$ cat src/rtl/emseq_pkg.sv
package emseq_pkg;
  localparam int CNT_W = 5;

  typedef enum logic [1:0] {
    MUX_NONE = 2'd0,
    MUX_AD   = 2'd1,
    MUX_AAD  = 2'd2
  } mux_e;

  typedef enum logic [1:0] {
    ST_IDLE = 2'd0,
    ST_ACC  = 2'd1,
    ST_TURN = 2'd2
  } st_e;

  typedef struct packed {
    logic [CNT_W-1:0] cs_on;
    logic [CNT_W-1:0] adv_len;
    logic [CNT_W-1:0] oe_on;
    logic [CNT_W-1:0] oe_off;
    logic [CNT_W-1:0] we_on;
    logic [CNT_W-1:0] we_off;
    logic [CNT_W-1:0] acc;
    logic [CNT_W-1:0] cyc;
    logic [CNT_W-1:0] turn;
    mux_e             mux;
    logic             wide;
    logic             wait_en;
  } cs_cfg_t;

  localparam int CFG_W = $bits(cs_cfg_t);
endpackage

$ cat src/rtl/emseq_cfg_sel.sv
module emseq_cfg_sel
  import emseq_pkg::*;
#(
  parameter int NUM_CS = 4,
  parameter int CS_W   = 2
) (
  input  logic [NUM_CS*CFG_W-1:0] cfg_i,
  input  logic [CS_W-1:0]         sel_i,
  output cs_cfg_t                 cfg_o
);
  cs_cfg_t prof [NUM_CS];

  for (genvar g = 0; g < NUM_CS; g++) begin : g_unpack
    assign prof[g] = cs_cfg_t'(cfg_i[g*CFG_W +: CFG_W]);
  end

  always_comb begin
    cfg_o = '0;
    for (int i = 0; i < NUM_CS; i++) begin
      if (sel_i == CS_W'(i)) cfg_o = prof[i];
    end
  end
endmodule

$ cat src/rtl/emseq_timer.sv
module emseq_timer
  import emseq_pkg::*;
(
  input  logic             clk_i,
  input  logic             rst_ni,
  input  logic             start_i,
  input  logic             frozen_i,
  input  logic [CNT_W-1:0] cyc_i,
  input  logic [CNT_W-1:0] turn_i,
  output st_e              st_o,
  output logic [CNT_W-1:0] cnt_o,
  output logic             done_o,
  output logic             ready_o
);
  st_e              st_q;
  logic [CNT_W-1:0] cnt_q;

  always_ff @(posedge clk_i or negedge rst_ni) begin
    if (!rst_ni) begin
      st_q  <= ST_IDLE;
      cnt_q <= '0;
    end else begin
      unique case (st_q)
        ST_IDLE: if (start_i) begin
          st_q  <= ST_ACC;
          cnt_q <= '0;
        end
        ST_ACC: begin
          if (cnt_q == cyc_i) begin
            cnt_q <= '0;
            st_q  <= (turn_i == '0) ? ST_IDLE : ST_TURN;
          end else if (!frozen_i) begin
            cnt_q <= cnt_q + CNT_W'(1);
          end
        end
        ST_TURN: begin
          if (cnt_q == turn_i - CNT_W'(1)) begin
            cnt_q <= '0;
            st_q  <= ST_IDLE;
          end else begin
            cnt_q <= cnt_q + CNT_W'(1);
          end
        end
        default: st_q <= ST_IDLE;
      endcase
    end
  end

  assign st_o    = st_q;
  assign cnt_o   = cnt_q;
  assign done_o  = (st_q == ST_ACC) && (cnt_q == cyc_i);
  assign ready_o = (st_q == ST_IDLE);
endmodule

$ cat src/rtl/emseq_pins.sv
module emseq_pins
  import emseq_pkg::*;
#(
  parameter int NUM_CS = 4,
  parameter int CS_W   = 2,
  parameter int ADDR_W = 24,
  parameter int DQ_W   = 16,
  parameter int BE_W   = 2
) (
  input  logic              clk_i,
  input  logic              rst_ni,
  input  st_e               st_i,
  input  logic [CNT_W-1:0]  cnt_i,
  input  cs_cfg_t           cfg_i,
  input  logic [CS_W-1:0]   cs_i,
  input  logic              write_i,
  input  logic [ADDR_W-1:0] addr_i,
  input  logic [DQ_W-1:0]   wdata_i,
  input  logic [BE_W-1:0]   be_i,
  input  logic [DQ_W-1:0]   dq_i,
  input  logic              wait_i,
  output logic [NUM_CS-1:0] cs_n_o,
  output logic              adv_n_o,
  output logic              oe_n_o,
  output logic              we_n_o,
  output logic [BE_W-1:0]   be_n_o,
  output logic [DQ_W-1:0]   dq_o,
  output logic              dq_oe_o,
  output logic [DQ_W-1:0]   rdata_o,
  output logic              frozen_o
);
  localparam int NARROW_W = 8;
  localparam logic [DQ_W-1:0] NARROW_MASK = DQ_W'({NARROW_W{1'b1}});

  logic             in_acc, cs_act, oe_act, we_act, ph1, ph2, data_ph;
  logic [CNT_W:0]   c_ext, adv1, adv2, dstart, adv_end;
  logic [DQ_W-1:0]  addr_hi, addr_lo, wd, drv, keep_q, rdata_q;

  assign in_acc = (st_i == ST_ACC);
  assign c_ext  = {1'b0, cnt_i};
  assign adv1   = {1'b0, cfg_i.adv_len};
  assign adv2   = {cfg_i.adv_len, 1'b0};

  always_comb begin
    unique case (cfg_i.mux)
      MUX_AD:  dstart = adv1;
      MUX_AAD: dstart = adv2;
      default: dstart = '0;
    endcase
  end
  assign adv_end = (cfg_i.mux == MUX_AAD) ? adv2 : adv1;

  assign cs_act  = in_acc && (cnt_i >= cfg_i.cs_on) && (cnt_i < cfg_i.cyc);
  assign oe_act  = in_acc && !write_i && (cnt_i >= cfg_i.oe_on) && (cnt_i < cfg_i.oe_off);
  assign we_act  = in_acc && write_i && (cnt_i >= cfg_i.we_on) && (cnt_i < cfg_i.we_off);
  assign ph1     = in_acc && (cfg_i.mux != MUX_NONE) && (c_ext < adv1);
  assign ph2     = in_acc && (cfg_i.mux == MUX_AAD) && (c_ext >= adv1) && (c_ext < adv2);
  assign data_ph = in_acc && write_i && (c_ext >= dstart) && (cnt_i < cfg_i.cyc);

  // strobe phase stalls while the device holds wait
  assign frozen_o = cfg_i.wait_en && wait_i && (oe_act || we_act);

  assign addr_hi = DQ_W'(addr_i >> DQ_W);
  assign addr_lo = addr_i[DQ_W-1:0];
  assign wd      = cfg_i.wide ? wdata_i : (wdata_i & NARROW_MASK);

  always_comb begin
    if (ph1)      drv = (cfg_i.mux == MUX_AAD) ? addr_hi : addr_lo;
    else if (ph2) drv = addr_lo;
    else          drv = wd;
  end

  assign dq_oe_o = ph1 || ph2 || data_ph;
  assign dq_o    = dq_oe_o ? drv : keep_q;

  always_ff @(posedge clk_i or negedge rst_ni) begin
    if (!rst_ni) begin
      keep_q  <= '0;
      rdata_q <= '0;
    end else begin
      keep_q <= dq_o;
      if (in_acc && !write_i && (cnt_i == cfg_i.acc) && !frozen_o)
        rdata_q <= cfg_i.wide ? dq_i : (dq_i & NARROW_MASK);
    end
  end
  assign rdata_o = rdata_q;

  always_comb begin
    for (int i = 0; i < NUM_CS; i++) cs_n_o[i] = !(cs_act && (cs_i == CS_W'(i)));
  end

  assign adv_n_o = !(in_acc && (c_ext < adv_end));
  assign oe_n_o  = !oe_act;
  assign we_n_o  = !we_act;
  assign be_n_o  = cs_act ? ~(cfg_i.wide ? be_i : (be_i & BE_W'(1))) : '1;
endmodule

$ cat src/rtl/ext_mem_seq.sv
module ext_mem_seq
  import emseq_pkg::*;
#(
  parameter int NUM_CS = 4,
  parameter int ADDR_W = 24,
  parameter int DQ_W   = 16,
  localparam int CS_W  = $clog2(NUM_CS),
  localparam int BE_W  = DQ_W / 8
) (
  input  logic                    clk_i,
  input  logic                    rst_ni,
  input  logic [NUM_CS*CFG_W-1:0] cfg_i,
  input  logic                    req_valid_i,
  output logic                    req_ready_o,
  input  logic                    req_write_i,
  input  logic [CS_W-1:0]         req_cs_i,
  input  logic [ADDR_W-1:0]       req_addr_i,
  input  logic [DQ_W-1:0]         req_wdata_i,
  input  logic [BE_W-1:0]         req_be_i,
  output logic                    done_o,
  output logic [DQ_W-1:0]         rdata_o,
  output logic [NUM_CS-1:0]       cs_n_o,
  output logic                    adv_n_o,
  output logic                    oe_n_o,
  output logic                    we_n_o,
  output logic [BE_W-1:0]         be_n_o,
  output logic [ADDR_W-1:0]       addr_o,
  output logic [DQ_W-1:0]         dq_o,
  output logic                    dq_oe_o,
  input  logic [DQ_W-1:0]         dq_i,
  input  logic                    wait_i
);
  cs_cfg_t           sel_cfg, cur_cfg;
  logic [CS_W-1:0]   cs_q;
  logic              write_q;
  logic [ADDR_W-1:0] addr_q;
  logic [DQ_W-1:0]   wdata_q;
  logic [BE_W-1:0]   be_q;
  logic              start, frozen;
  st_e               st;
  logic [CNT_W-1:0]  cnt;

  assign start = req_valid_i && req_ready_o;

  emseq_cfg_sel #(.NUM_CS(NUM_CS), .CS_W(CS_W)) u_sel (
    .cfg_i (cfg_i),
    .sel_i (req_cs_i),
    .cfg_o (sel_cfg)
  );

  always_ff @(posedge clk_i or negedge rst_ni) begin
    if (!rst_ni) begin
      cur_cfg <= '0;
      cs_q    <= '0;
      write_q <= 1'b0;
      addr_q  <= '0;
      wdata_q <= '0;
      be_q    <= '0;
    end else if (start) begin
      cur_cfg <= sel_cfg;
      cs_q    <= req_cs_i;
      write_q <= req_write_i;
      addr_q  <= req_addr_i;
      wdata_q <= req_wdata_i;
      be_q    <= req_be_i;
    end
  end

  emseq_timer u_tmr (
    .clk_i    (clk_i),
    .rst_ni   (rst_ni),
    .start_i  (start),
    .frozen_i (frozen),
    .cyc_i    (cur_cfg.cyc),
    .turn_i   (cur_cfg.turn),
    .st_o     (st),
    .cnt_o    (cnt),
    .done_o   (done_o),
    .ready_o  (req_ready_o)
  );

  emseq_pins #(
    .NUM_CS(NUM_CS), .CS_W(CS_W), .ADDR_W(ADDR_W), .DQ_W(DQ_W), .BE_W(BE_W)
  ) u_pins (
    .clk_i    (clk_i),
    .rst_ni   (rst_ni),
    .st_i     (st),
    .cnt_i    (cnt),
    .cfg_i    (cur_cfg),
    .cs_i     (cs_q),
    .write_i  (write_q),
    .addr_i   (addr_q),
    .wdata_i  (wdata_q),
    .be_i     (be_q),
    .dq_i     (dq_i),
    .wait_i   (wait_i),
    .cs_n_o   (cs_n_o),
    .adv_n_o  (adv_n_o),
    .oe_n_o   (oe_n_o),
    .we_n_o   (we_n_o),
    .be_n_o   (be_n_o),
    .dq_o     (dq_o),
    .dq_oe_o  (dq_oe_o),
    .rdata_o  (rdata_o),
    .frozen_o (frozen)
  );

  assign addr_o = addr_q;
endmodule

$ cat config.mk
export PLATFORM = sky130hd
export DESIGN_NAME = ext_mem_seq
export DESIGN_NICKNAME = d
export VERILOG_FILES = /design/src/rtl/emseq_pkg.sv /design/src/rtl/emseq_cfg_sel.sv /design/src/rtl/emseq_timer.sv /design/src/rtl/emseq_pins.sv /design/src/rtl/ext_mem_seq.sv
export SDC_FILE = /design/constraint.sdc
export NUM_CORES = 1
export LEC_CHECK = 0
export ABC_AREA = 1
export ABC_CLOCK_PERIOD_IN_PS = 2950
export CAP_MARGIN = 20
export CORE_ASPECT_RATIO = 1.1
export CORE_MARGIN = 2
export CORE_UTILIZATION = 30
export CTS_CLUSTER_DIAMETER = 40
export CTS_CLUSTER_SIZE = 30
export DETAILED_ROUTE_END_ITERATION = 7
export DONT_BUFFER_PORTS = 1
export GPL_TIMING_DRIVEN = 0
export PLACE_DENSITY = 0.52
export SETUP_SLACK_MARGIN = 0.15
export SLEW_MARGIN = 20
export SYNTH_ARGS = -nofsm -noshare
export SYNTH_HDL_FRONTEND = slang
export SYNTH_SLANG_ARGS = --single-unit
$ cat constraint.sdc
create_clock -name clk_i -period 2.95 [get_ports clk_i]
set_input_delay 0.59 -clock clk_i [delete_from_list [all_inputs] [get_ports clk_i]]
set_output_delay 0.59 -clock clk_i [all_outputs]
set_load 0.1 [all_outputs]
==> results by group <==
STA
  – Post-Route Setup TNS: -11.65 ns
  – Worst Max-Slew Pin Slew: approximately 1.1 ns
  – Max-slew headroom: 0.287
  – Final period util: 1.20
  – Max Slew Vio Count: 0
  – Final Critical Period: ~3.5 ns
  – Worst setup margin: -0.576 ns
  – Fin. Hold Viols: approximately 130
  – Max frequency: between 200 and 300 MHz
  – RSZ-0062 raised after global routing: yes
  – Hold Slack: -0.131 ns
  – Final setup violation count: 45
  – Layout Skew: between 0.007 and 0.008 ns

Placed design
  – Placed insts: 1574
  – Buffers on Ports: 0
  – Placer congestion estimate: around 0.9
  – DP HPWL: between 20 and 30 mm
  – Dpl ws: -0.540 ns
  – Placement Cell Area: between 9000 and 10000 um^2

Route
  – Drt drc: 0
  – Avg WL per Cell: around 21 um
  – Routed WL: between 30 and 40 mm
  – DR pass1 iterations: 5
  – Via-to-Cell Ratio: slightly above 5
  – Total number of vias: roughly 8400
  – Antenna viol nets, final: 0
  – Initial DRC count: 447

Synthesis
  – Top FF cell, synth: dfrtp_1
  – Yosys reg bits: 133
  – Largest area contributor in the netlist: dfrtp_1
  – Synth area leaders: dfrtp_1, nand2_1, nand3_1
  – Post-Syn Nets: 1522
  – Post-synthesis sequential area ratio: 0.386
  – Top cells by count, synth: nand2_1, nand3_1, dfrtp_1
  – Synth unique cells: 40
  – EDFF count, synth: 0
  – Yosys warnings: 0
  – Synth top area share: 0.386
  – Mapped Area: between 8000 and 9000 um^2
  – Synthesized instance count: around 1200
  – Syn_area_per_cell: a little over 7 um^2
  – Synth async-reset ratio: 1.00
  – Count leader, synth: nand2_1

Outcome
  – Failing checks: negative hold slack, negative setup slack
  – Status: finished with violations

Setup path
  – Crit path capture type: primary output
  – Register-to-Register Path Depth: 13
  – FF-to-FF Start: u_tmr.cnt_o[4]
  – Worst EP required: approximately 2.4 ns
  – Worst R2R Setup Slack: -0.11 ns
  – Class of the most critical setup path: flop to primary output
  – R2r endpoint: u_pins.rdata_o[14]
  – Crit start category: flop
  – Worst-path maximum fanout: 6
  – Data arrival, critical path: ~3 ns

Finish
  – Final core utilization: 0.387
  – Seq. cell area: 3340 um^2
  – Fin nets: roughly 1600
  – Finished Cell Area: between 10000 and 15000 um^2
  – Fillers: just over 3000
  – Final cell count without fillers: roughly 1600
  – Multi-input gate area: about 5600 um^2
  – Layout cell share with drive strength beyond 1: 0.153
  – Synth-to-layout area growth: 27.6%

GRT
  – Gr usage total: 0.222
  – First-pass GRT wire length: approximately 50 mm
  – Initial antenna violation count: 9
  – GRT overflow: 0
  – Number of global-route vias before repair: around 8500
  – Largest net degree at the start of global routing: ~130

Power
  – Leakage power: roughly 5.3 nW
  – Worst ir drop on vdd: ~0.00084 V
  – Total power: around 14 mW
  – PwrDens: ~1200 nW/um^2

Floorplanning
  – Ports: approximately 330
  – Chip height: between 150 and 200 um
  – Die ar.: approximately 30000 um^2
  – Core Region: roughly 28000 um^2
  – Std cell rows: 65
  – Starting Density: 0.303
  – Die width: 166 um

Clock tree
  – Clock transition at path regs: roughly 0.06 ns
  – CTS tree: built
  – Skew-Pair Late Insertion Delay: between 0.4 and 0.5 ns
  – Inserted Clock Buffers: 17
  – H-Tree Level Count: 4
  – Clock Tree Buf Depth: 2
  – Clk sinks: approximately 130
  – CTS root buffer: clkbuf_16

Run
  – Number of max-cap violations: 0

Worst hold path
  – Hold Crit Class: input pin to async pin
placed cells by master (no fill, tap or decap), types with 4 or more instances in the layout:
master / netlist / routed
o21ai_0: 50 / 48
o211ai_1: 16 / 16
clkinv_2: 0 / 4
nand2_8: 0 / 22
clkbuf_1: 40 / 35
nand4_1: 21 / 21
nand3_4: 0 / 19
buf_4: 2 / 25
dfrtp_1: 133 / 127
nand2_4: 3 / 6
nand3b_1: 12 / 12
a221oi_1: 8 / 8
nand3_2: 3 / 8
a211oi_1: 25 / 25
clkbuf_16: 0 / 17
inv_1: 99 / 94
buf_1: 5 / 5
nand2_1: 455 / 431
diode_2: 0 / 5
clkbuf_2: 0 / 5
ha_4: 0 / 12
nor2_4: 1 / 5
nand3_1: 156 / 132
inv_2: 7 / 8
nor2_1: 29 / 23
buf_6: 3 / 10
a21oi_1: 43 / 39
o21ai_1: 2 / 4
ha_1: 56 / 43
buf_2: 10 / 9
critical path: stages, from the launching register on:
cell and delay (ns):
dfrtp_1 0.36, inv_2 0.08, ha_4 0.31, nand2_4 0.06
inv_4 0.07, a22oi_2 0.07, ha_1 0.30, inv_1 0.04
o21bai_1 0.14, nand4_1 0.12, nand3_2 0.09, nand3_4 0.17
nand2_8 0.15, buf_16 0.21, nand3_4 0.12, nand2_8 0.19
per-layer routing:
layer | vias to the layer above | track usage | share of wire
met2 | 314 | 0.378 | 0.49
met5 | - | 0 | 0.00059
met3 | 50 | 0.0569 | 0.055
met1 | 3966 | 0.269 | 0.42
met4 | 2 | 0.0883 | 0.033
li1 | 4116 | - | -
worst max-delay path by stage:
stage | slack [ns] | endpoint | from | cells past startpoint
CTS | -0.57 | dq_o[7] | cur_cfg[2] | 15
finish | -0.58 | dq_o[7] | cur_cfg[2] | 15
global route | -0.71 | dq_o[11] | cur_cfg[2] | 15
floorplan | 0.03 | dq_o[13] | cur_cfg[3] | 17
detailed placement | -0.54 | cs_n_o[0] | u_tmr.cnt_o[0] | 9
global placement | -0.52 | be_n_o[1] | u_tmr.cnt_o[0] | 9
final cells by class:
type                            count  share of cell area
Antenna cell                        5             0.00114
Buffer                             60              0.0283
Clock buffer                       21              0.0418
Clock inverter                      9             0.00739
Inverter                          106              0.0373
Multi-Input combinational cell    907               0.505
Sequential cell                   133               0.304
Tap cell                          368              0.0418
Timing Repair Buffer               35              0.0340
report_power, final:
part	internal, mW	switching (mW)	leakage (nW)	total (mW)
clock network	1.19	0.825	0.261	2.01
logic	2.08	4.71	3.37	6.79
registers	2.59	2.36	1.64	4.94
total	5.86	7.89	5.27	13.7
cell families after synthesis:
kind of cell,Yosys count,synth area share
XOR/XNOR,1,0.00101
buffers and inverters,166,0.0771
AO/OA/AOI/OAI,161,0.114
adder cells (fa/ha/maj),56,0.0812
flip-flops,133,0.386
AND/OR/NAND/NOR,688,0.341
registers in the layout, indices dropped and copies added (netlist names):
signal / count
u_pins.rdata_o: 16
u_pins.keep_q: 16
u_tmr.cnt_o: 5
write_q: 1
wdata_q: 16
cur_cfg: 49
be_q: 2
u_tmr.st_o: 2
cs_q: 2
addr_o: 24
what timing repair did:
| action | in CTS | in global routing |
|---|---|---|
| buffers inserted | 22 | 11 |
| gates resized for setup | 56 | 68 |
| pin swaps | 27 | 40 |
| endpoints found under the hold margin | 133 | 133 |
| endpoints found under the setup margin | 149 | 50 |
| cloned | 2 | 0 |
(Power assumes the default switching activity.)
